$ cat src/rtl/keystore_cmd_policy.sv
module keystore_cmd_policy #(
  parameter int          NFUSE  = 88,
  parameter int          WD_W   = 16,
  parameter int          FUSE_T = 16,
  parameter logic [31:0] ROM_ID = 32'h5EC0_0C00,
  localparam int         FI_W   = $clog2(NFUSE)
) (
  input  logic            clk,
  input  logic            rst_n,
  input  logic            cmd_valid,
  input  logic [7:0]      cmd_op,
  input  logic [7:0]      cmd_p1,
  input  logic [15:0]     cmd_p2,
  input  logic            supply_ok,
  input  logic [WD_W-1:0] wdog_cnt,
  input  logic            wake,
  input  logic            hash_done,
  output logic            accept,
  output logic            error,
  output logic [31:0]     rd_data,
  output logic            hash_start,
  output logic            fuse_burn_req,
  output logic [FI_W-1:0] fuse_burn_idx,
  output logic            key_wr_en,
  output logic            key_valid,
  output logic            busy,
  output logic            asleep
);
  localparam int          NWORD = (NFUSE + 31) / 32;
  localparam logic [7:0]  NF8   = 8'(NFUSE);
  localparam logic [WD_W-1:0] FT = WD_W'(FUSE_T);

  localparam logic [7:0] OP_PAUSE = 8'h01;
  localparam logic [7:0] OP_READ  = 8'h02;
  localparam logic [7:0] OP_MAC   = 8'h08;
  localparam logic [7:0] OP_KEY   = 8'h10;
  localparam logic [7:0] OP_BURN  = 8'h17;
  localparam logic [7:0] OP_SEED  = 8'h20;

  typedef enum logic [1:0] {S_IDLE, S_HASH, S_PAUSE, S_SLEEP} state_t;

  state_t            state;
  logic [NFUSE-1:0]  fuse_q;
  logic              seed_mark, seed_pend;
  logic [NWORD*32-1:0] fpad;
  logic [31:0]       fword, rd_word;
  logic              rd_ok, burn_ok, expired;
  logic [1:0]        addr;
  logic              unused_bits;

  assign addr        = cmd_p2[1:0];
  assign unused_bits = ^cmd_p2[15:2];
  assign expired     = (wdog_cnt == '0);
  assign busy        = (state == S_HASH) || (state == S_PAUSE);
  assign asleep      = (state == S_SLEEP);
  assign burn_ok     = supply_ok && (cmd_p1 < NF8) && (wdog_cnt >= FT);

  always_comb begin
    fpad = '0;
    fpad[NFUSE-1:0] = fuse_q;
    fword = '0;
    for (int w = 0; w < NWORD; w++)
      if (32'(addr) == w) fword = fpad[w*32 +: 32];
  end

  always_comb begin
    rd_ok   = 1'b1;
    rd_word = '0;
    case (cmd_p1)
      8'd0: begin rd_ok = (32'(addr) < NWORD); rd_word = fword; end
      8'd1: rd_word = ROM_ID ^ {30'd0, addr};
      8'd2: rd_word = {31'd0, key_valid};
      default: rd_ok = 1'b0;
    endcase
  end

  always_ff @(posedge clk or negedge rst_n) begin
    if (!rst_n) begin
      state         <= S_IDLE;
      fuse_q        <= '0;
      seed_mark     <= 1'b0;
      seed_pend     <= 1'b0;
      key_valid     <= 1'b0;
      accept        <= 1'b0;
      error         <= 1'b0;
      rd_data       <= '0;
      hash_start    <= 1'b0;
      fuse_burn_req <= 1'b0;
      fuse_burn_idx <= '0;
      key_wr_en     <= 1'b0;
    end else begin
      accept        <= 1'b0;
      error         <= 1'b0;
      hash_start    <= 1'b0;
      fuse_burn_req <= 1'b0;
      key_wr_en     <= 1'b0;
      if (state != S_SLEEP && expired) begin
        state     <= S_SLEEP;
        seed_mark <= 1'b0;
      end else begin
        case (state)
          S_IDLE: if (cmd_valid) begin
            seed_mark <= 1'b0;
            case (cmd_op)
              OP_READ: if (rd_ok) begin
                accept  <= 1'b1;
                rd_data <= rd_word;
              end else error <= 1'b1;
              OP_BURN: if (burn_ok) begin
                accept        <= 1'b1;
                fuse_burn_req <= 1'b1;
                fuse_burn_idx <= cmd_p1[FI_W-1:0];
                fuse_q[cmd_p1[FI_W-1:0]] <= 1'b1;
              end else error <= 1'b1;
              OP_MAC: if (key_valid) begin
                hash_start <= 1'b1;
                seed_pend  <= 1'b0;
                state      <= S_HASH;
              end else error <= 1'b1;
              OP_SEED: begin
                hash_start <= 1'b1;
                seed_pend  <= 1'b1;
                state      <= S_HASH;
              end
              OP_KEY: if (!key_valid && seed_mark) begin
                key_wr_en <= 1'b1;
                key_valid <= 1'b1;
                accept    <= 1'b1;
              end else error <= 1'b1;
              OP_PAUSE: begin
                accept <= 1'b1;
                state  <= S_PAUSE;
              end
              default: error <= 1'b1;
            endcase
          end
          S_HASH: if (hash_done) begin
            accept    <= 1'b1;
            seed_mark <= seed_pend;
            state     <= S_IDLE;
          end
          S_PAUSE: ;
          S_SLEEP: if (wake) state <= S_IDLE;
          default: state <= S_IDLE;
        endcase
      end
    end
  end
endmodule

$ cat config.mk
export PLATFORM = sky130hd
export DESIGN_NAME = keystore_cmd_policy
export DESIGN_NICKNAME = d
export VERILOG_FILES = /design/src/rtl/keystore_cmd_policy.sv
export SDC_FILE = /design/constraint.sdc
export NUM_CORES = 1
export LEC_CHECK = 0
export ABC_CLOCK_PERIOD_IN_PS = 1680
export BUFFER_PORTS_ARGS = -buffer_cell sky130_fd_sc_hd__clkbuf_2
export CORE_ASPECT_RATIO = 0.5
export CORE_MARGIN = 3
export CORE_UTILIZATION = 51
export DETAILED_ROUTE_END_ITERATION = 6
export PLACE_DENSITY_LB_ADDON = 0.15
export REMOVE_ABC_BUFFERS = 1
export SETUP_SLACK_MARGIN = 0.2
export SLEW_MARGIN = 10
export SYNTH_ARGS = -nofsm -noshare
export SYNTH_HDL_FRONTEND = slang
export SYNTH_SLANG_ARGS = --single-unit
export TNS_END_PERCENT = 100
$ cat constraint.sdc
create_clock -name clk -period 1.68 [get_ports clk]
set_input_delay 0.336 -clock clk [delete_from_list [all_inputs] [get_ports clk]]
set_output_delay 0.336 -clock clk [all_outputs]
set_load 0.05 [all_outputs]
==> results of run 1 <==
-- area by class of cell --
cell class | count | area, µm²
multi-input cells | 405 | 3360
flip-flops and latches | 137 | 3430
well taps | 165 | 206
clock inverters | 13 | 170
clock buffers | 19 | 443
fillers | 705 | 2380
inverters | 8 | 33.8
repair buffers | 220 | 1990
-- per-layer routing --
layer / part of all wire / wire, µm / vias up / global-route usage
met5: 0 / 0 / - / 0
met4: 0.026 / 541 / 0 / 0.117
met1: 0.43 / 9030 / 2886 / 0.438
met2: 0.45 / 9430 / 300 / 0.434
met3: 0.088 / 1840 / 53 / 0.0566
li1: - / - / 2531 / -
-- critical path: cells and delay by family, from the launching register on --
kind            cells  cell delay, ns
compound gates      2            0.54
buf+inv             3            0.46
flops               1            0.39
fa+ha+maj           1            0.20
simple gates        2            0.12
-- sequential cells by signal, indices dropped and copies added (netlist names) --
| register | count |
|---|---|
| fuse_burn_req | 1 |
| seed_pend | 1 |
| state | 2 |
| key_valid | 1 |
| fuse_burn_idx | 7 |
| error | 1 |
| accept | 1 |
| fuse_q | 88 |
| seed_mark | 1 |
| rd_data | 32 |
| hash_start | 1 |
| key_wr_en | 1 |
-- synth_stat cells, drive strengths merged (2+ instances only) --
master	number	share of area
o21ai	19	0.015
o41ai	3	0.0053
nand2b	5	0.0049
a21oi	30	0.024
and3	6	0.0059
or4	5	0.0059
ha	3	0.0059
nand3b	4	0.0047
nor2	47	0.031
o21a	2	0.0024
dfrtp	137	0.54
buf	12	0.013
nand2	59	0.035
clkbuf	17	0.010
o21bai	14	0.016
o22ai	2	0.0020
or3	2	0.0020
a31o	10	0.014
nand4	2	0.0020
nor4	4	0.0086
nor3	16	0.019
nand4b	5	0.0069
mux2	13	0.023
nand3	10	0.0086
mux2i	27	0.042
a21o	66	0.078
inv	8	0.0047
o31ai	25	0.044
and2	5	0.0049
nor2b	5	0.0049
-- cells by family after synthesis --
family                   synth area share
XOR/XNOR                          0.00137
AND/OR/NAND/NOR                     0.146
buffers and inverters              0.0280
flip-flops                          0.537
AO/OA/AOI/OAI                       0.217
adder cells (fa/ha/maj)           0.00588
multiplexers                       0.0653
-- layout by cell type (no fill, tap or decap), types with 7 or more instances in the layout --
cell type  instances
mux2_4             7
nand2_2           14
buf_6             33
nor2_1            38
o21ai_0            8
clkbuf_2          76
nor3_4             7
a21oi_1           29
buf_4             75
o21ai_2            8
nor3_1             8
nand2_4           13
mux2i_1           27
dfrtp_1          137
a21o_1            65
clkbuf_16         22
o21bai_1          14
buf_12            12
nor2_4            10
nand2_1           30
o31ai_2           15
-- per-stage QoR --
step                      hold slack [ns]  total power [mW]  utilization  setup WS, ns  setup TNS [ns]
after floorplan                    0.0404              4.13            -         -1.34          -77.04
after global placement              0.238              4.74        0.636        -0.474          -46.13
after detailed placement            0.241              4.75        0.636        -0.483          -47.73
after CTS                           0.222              9.24        0.765        -0.163           -4.26
after global routing                0.229              9.99        0.802        -0.234          -12.32
final                               0.209              9.68        0.802        -0.146           -6.65
-- how the worst max path moves through the flow --
stage	start	end	slack, ns	depth (start not counted)
5_1_grt	state[0]	rd_data[9]	-0.23	6
2_1_floorplan	wdog_cnt[6]	rd_data[10]	-1.34	4
4_1_cts	state[0]	rd_data[21]	-0.16	7
6_report	state[0]	rd_data[14]	-0.15	8
3_3_place_gp	cmd_op[3]	fuse_q[16]	-0.47	7
3_5_place_dp	cmd_p1[4]	fuse_burn_idx[5]	-0.48	8
-- power groups by stage --
| stage | clock network [mW] | registers [mW] | logic (mW) |
|---|---|---|---|
| 6_report | 3.91 | 3.37 | 2.40 |
| 3_5_place_dp | 0 | 3.43 | 1.32 |
| 3_3_place_gp | 0 | 3.43 | 1.31 |
| 2_1_floorplan | 0 | 3.48 | 0.652 |
| 4_1_cts | 3.92 | 3.37 | 1.95 |
| 5_1_grt | 4.08 | 3.38 | 2.53 |
-- timing repair --
action	in CTS	in global routing
pin swaps	82	53
resized for setup	139	70
cloned	10	2
endpoints found under the hold margin	28	0
endpoints found under the setup margin	130	142
hold buffers	1	0
buffers inserted	20	11
==> flow_metrics.tcl, run 1 <==
set metrics [dict create \
    final_area_um2 9630 \
    first_pass_iters 5 \
    clockPowerShare 0.404 \
    synth.ff_latch_count 137 \
    initial_core_util 0.531 \
    slowest_stage "a2111o_2" \
    syn_area_per_cell_um2 11.1 \
    diodes 0 \
    drv_cap 0 \
    clock_path_buffers 2 \
    fin_cells 967 \
    violations "negative setup slack" \
    numCtsBuffers 17 \
    synth_seq_area_share 0.537 \
    r2r-start "state[0]" \
    cts_tree "done" \
    p_leak_nw 5.05 \
    synth_top_flop_cell "dfrtp_1" \
    netlist_area_um2 6380 \
    grt_overflow 0 \
    netSwitchingPower_mw 2.67 \
    final_layout_size_suffix_gt1_frac 0.479 \
    grt_pass1_vias 5636 \
    design.core.area_um2 12000 \
    reg2reg_depth 8 \
    whs_endpoint "accept" \
    max_slew_margin 0.666 \
    gp_congestion 0.902 \
    numClockSinks 137 \
    finalSetupViolCount 91 \
    swShare 0.276 \
    run_status "finished, violations left" \
    max_stage_delay_ns 0.49 \
    critPathArrivalTime_ns 2.13 \
    crit_path_max_fanout 6 \
    rows 28 \
    timing.rr.end "rd_data[14]" \
    combPwrFrac 0.247 \
    max_freq_mhz 548 \
    postLayoutSetupSlackWorst_ns -0.146 \
    die_y_um 85.1 \
    ioPinCount 101 \
    worstHoldPathType "input pin to flop" \
    worstHoldPathCells 3 \
    peakVddDrop_uv 1020 \
    hp-start "hash_done" \
    grt_max_degree 51 \
    skew_ns 0.0103 \
    io_buffer_count 86 \
    grt_pass1_wl_mm 31.2 \
    start_kind "flop" \
    cp_cell_sequence "ha_2, nor2_2, buf_6, a2111o_2, buf_12, buf_16, nand2_4, o31ai_4" \
    wl_per_cell_um 21.6 \
    async_flop_share 1.00 \
    vias 5770 \
    synth_cell_types 55 \
    vias_per_cell 5.97 \
    fp.dieW_um 164 \
    h-tree-depth 4 \
    fin_nets 846 \
    p_seq_frac 0.348 \
    worstSetupEndpointType "flop" \
    drtIter0Drc 543 \
    grt_antenna_before_repair 0 \
    wl_mm 20.8 \
    rsz0062_at_grt "true" \
    tightest_slew_ns 0.500 \
    hpwl_mm 12.1 \
    area_growth_pct 50.9 \
    hold_viol 0 \
    synth_edf_count 0 \
    cts-root-buf "clkbuf_16" \
    power_density_nw_per_um2 1010 \
    slew_violations 0 \
    dpl.cell_count 891 \
    ant_nets 0 \
    yosysWarnings 0 \
    placed_area_um2 7640 \
    die-area_um2 14000 \
    cp.required_ns 1.99 \
    netlist_instances 576 \
    critPathKind "flop to flop" \
    grt_use_total 0.296 \
    clock_latency_ns 0.42 \
    clkTransAtPathRegs_ns 0.06 \
    p_int_mw 7.01 \
    period_share 1.09 \
    layout_min_cycle_time_ns 1.83 \
    r2r_setup_slack_ns -0.15 \
    drc 0 \
]
Power figures use the tool's default switching activity.
==> run 2: changes to the inputs <==
--- a/config.mk
+++ b/config.mk
@@ -5,11 +5,12 @@
 export SDC_FILE = /design/constraint.sdc
 export NUM_CORES = 1
 export LEC_CHECK = 0
+export ABC_AREA = 1
 export ABC_CLOCK_PERIOD_IN_PS = 1680
 export BUFFER_PORTS_ARGS = -buffer_cell sky130_fd_sc_hd__clkbuf_2
 export CORE_ASPECT_RATIO = 0.5
 export CORE_MARGIN = 3
-export CORE_UTILIZATION = 51
+export CORE_UTILIZATION = 52
 export DETAILED_ROUTE_END_ITERATION = 6
 export PLACE_DENSITY_LB_ADDON = 0.15
 export REMOVE_ABC_BUFFERS = 1
==> run 2 against run 1 <==
Combinational power shrank 54%; count of clock-buffer cells in the layout up 2; routed wire length down 8.8%; the run still ends with negative setup slack left; first-iteration DRC count shrank 11%; synthesized area up 4.8%; via count increased by 2.2%; setup slack better by 0.14 ns; die area rose by 2.6%; sequential cell count stayed put.
==> flow_metrics.tcl, run 2 <==
set metrics [dict create \
    hpwl_mm 11.6 \
    final_common_cell "nand2_1" \
    grt_max_degree 42 \
    wl_mm 19.0 \
    largest_reg_flops 88 \
    syn_area_per_cell_um2 8.71 \
    top_regs "fuse_q (88), rd_data (32), fuse_burn_idx (7)" \
    grt_pass1_vias 5971 \
    area_growth_pct 35.9 \
    die-area_um2 14300 \
    crit_path_max_fanout 11 \
    synth_cell_types 36 \
    slew_violations 0 \
    max_freq_mhz 594 \
    slowest_stage "dfrtp_1" \
    synth_top_flop_cell "dfrtp_1" \
    hold_viol 0 \
    clock_path_buffers 2 \
    worstSetupEndpointType "flop" \
    ant_nets 0 \
    final_layout_size_suffix_gt1_frac 0.362 \
    cp.required_ns 2.02 \
    async_flop_share 1.00 \
    gp_congestion 0.899 \
    synth_most_common_cell "nand2_1" \
    start_kind "flop" \
    design.core.area_um2 12200 \
    synth_top_area_frac 0.513 \
    rsz0062_at_grt "true" \
    ys_top_cells_by_area "dfrtp_1 51%, nand2_1 10%, o21ai_2 6.5%" \
    clock_latency_ns 0.41 \
    cpMostUsedCell "nand3_4" \
    p_leak_nw 4.55 \
    rows 28 \
    wl_per_cell_um 17.2 \
    cts-root-buf "clkbuf_16" \
    synth_common_cells "183 x nand2_1, 137 x dfrtp_1, 96 x inv_1" \
    grt_pass1_wl_mm 30.3 \
    drc 0 \
    numCtsBuffers 17 \
    fin_cells 1106 \
    tightest_slew_ns 0.424 \
    diodes 0 \
    initial_core_util 0.549 \
    vias 5896 \
    grt_use_total 0.269 \
    place_ws_ns -0.161 \
    finalSetupViolCount 4 \
    drtIter0Drc 483 \
    whs_ns 0.203 \
    dpl.cell_count 1050 \
    skew_ns 0.00832 \
    numClockSinks 137 \
    h-tree-depth 4 \
    synth_edf_count 0 \
    critPathArrivalTime_ns 2.02 \
    netlist_area_um2 6690 \
    ioPinCount 101 \
    peakVddDrop_uv 648 \
    grt_overflow 0 \
    layout_min_cycle_time_ns 1.68 \
    p_total_mw 8.45 \
    fin_nets 986 \
    max_slew_margin 0.717 \
    grt_antenna_before_repair 0 \
    power_density_nw_per_um2 930 \
    first_pass_iters 5 \
    synth.ff_latch_count 137 \
    cts_tree "done" \
    critPathKind "flop to flop" \
    io_buffer_count 86 \
    fp.dieW_um 166 \
    yosys.area.top_type "dfrtp_1" \
    worstHoldPathType "input pin to flop" \
    postLayoutSetupSlackWorst_ns -0.00220 \
    vias_per_cell 5.33 \
    period_share 1.00 \
    finish.utilization 0.745 \
    netlist_instances 768 \
    clkTransAtPathRegs_ns 0.06 \
    run_status "finished, violations left" \
    top_register "fuse_q" \
    synth_seq_area_share 0.513 \
    max_stage_delay_ns 0.39 \
    yosysWarnings 0 \
    drv_cap 0 \
    violations "negative setup slack" \
    cp_cell_sequence "ha_2, inv_2, nand3_4, nand3_4, or2_4, bufbuf_16, o21ai_2" \
    die_y_um 86.2 \
    final_cell_mix "171 x nand2_1, 137 x dfrtp_1, 93 x inv_1" \
]
==> run 2: cell count changes in the layout (fill, tap and decap cells not counted), sizes merged, moves of 10 or more <==
cell   change
buf       -46
o22ai     +20
nand3     +23
a31o      -10
o31ai     -25
mux2      -13
a21o      -65
o21ai     +94
mux2i     -27
inv       +98
nand2    +127
nor2      +19
==> run 2: timing repair <==
action / in CTS / in global routing
gates resized for setup: 53 / 49
hold buffers: 1 / 0
gates cloned: 7 / 3
hold endpoints to repair: 36 / 0
setup endpoints to repair: 134 / 136
buffers inserted: 4 / 10
pin swaps: 7 / 10
==> run 2: critical path, delay by kind of cell (launching register included) <==
kind / cells / cell delay, ns
buffers and inverters: 2 / 0.37
adder cells (fa/ha/maj): 1 / 0.21
AND/OR/NAND/NOR: 3 / 0.53
flip-flops: 1 / 0.39
AO/OA/AOI/OAI: 1 / 0.11
==> run 2: cell families (layout without fill, tap and decap cells) <==
logic type                 Yosys count  after routing  share of synthesized area
and+or+nand+nor                    301            302                      0.187
AOI/OAI and AO/OA                  184            184                      0.200
DFF                                137            137                      0.513
buffers and inverters              143            315                     0.0945
adders and majority gates            3              3                    0.00561
==> run 2: layer usage <==
layer  part of all wire  track usage  up-vias
met5                  0            0        -
met4              0.013       0.0883        0
met3              0.092       0.0870       25
met2               0.46        0.429      235
met1               0.43        0.357     2841
li1                   -            -     2795
==> run 2: layout make-up <==
| type | instances | area [µm²] |
|---|---|---|
| inverters | 105 | 394 |
| flip-flops and latches | 137 | 3430 |
| clock buffers | 21 | 460 |
| clock inverters | 10 | 166 |
| fillers | 875 | 3100 |
| multi-input cells | 489 | 2870 |
| well taps | 165 | 206 |
| repair buffers | 179 | 1560 |
==> run 2: where the power goes <==
| part | switching, mW | total, mW | internal, mW |
|---|---|---|---|
| clock | 1.43 | 4.00 | 2.57 |
| sequential | 0.0203 | 3.35 | 3.33 |
| combinational | 0.658 | 1.11 | 0.448 |
==> run 2: per-stage QoR <==
| step | cell area, µm² | TNS, ns |
|---|---|---|
| 2_1_floorplan | 6450 | -102.26 |
| 3_3_place_gp | 7740 | -4.15 |
| 3_5_place_dp | 7740 | -9.67 |
| 4_1_cts | 8750 | 0 |
| 5_1_grt | 9090 | -2.48 |
| 6_report | 9090 | -0.00428 |
==> run 2: worst paths after layout <==
kind	startpoint	to	slack, ns	depth (start not counted)
setup / recovery	state[0]	fuse_q[71]	-0.002	7
hold / removal	hash_done	accept	0.20	3
setup reg to reg	state[0]	fuse_q[71]	-0.002	7
hold reg to reg	fuse_q[62]	fuse_q[62]	0.45	2
max in group asynchronous	rst_n	fuse_q[58]	0.71	3
min in group asynchronous	rst_n	fuse_q[79]	0.41	2
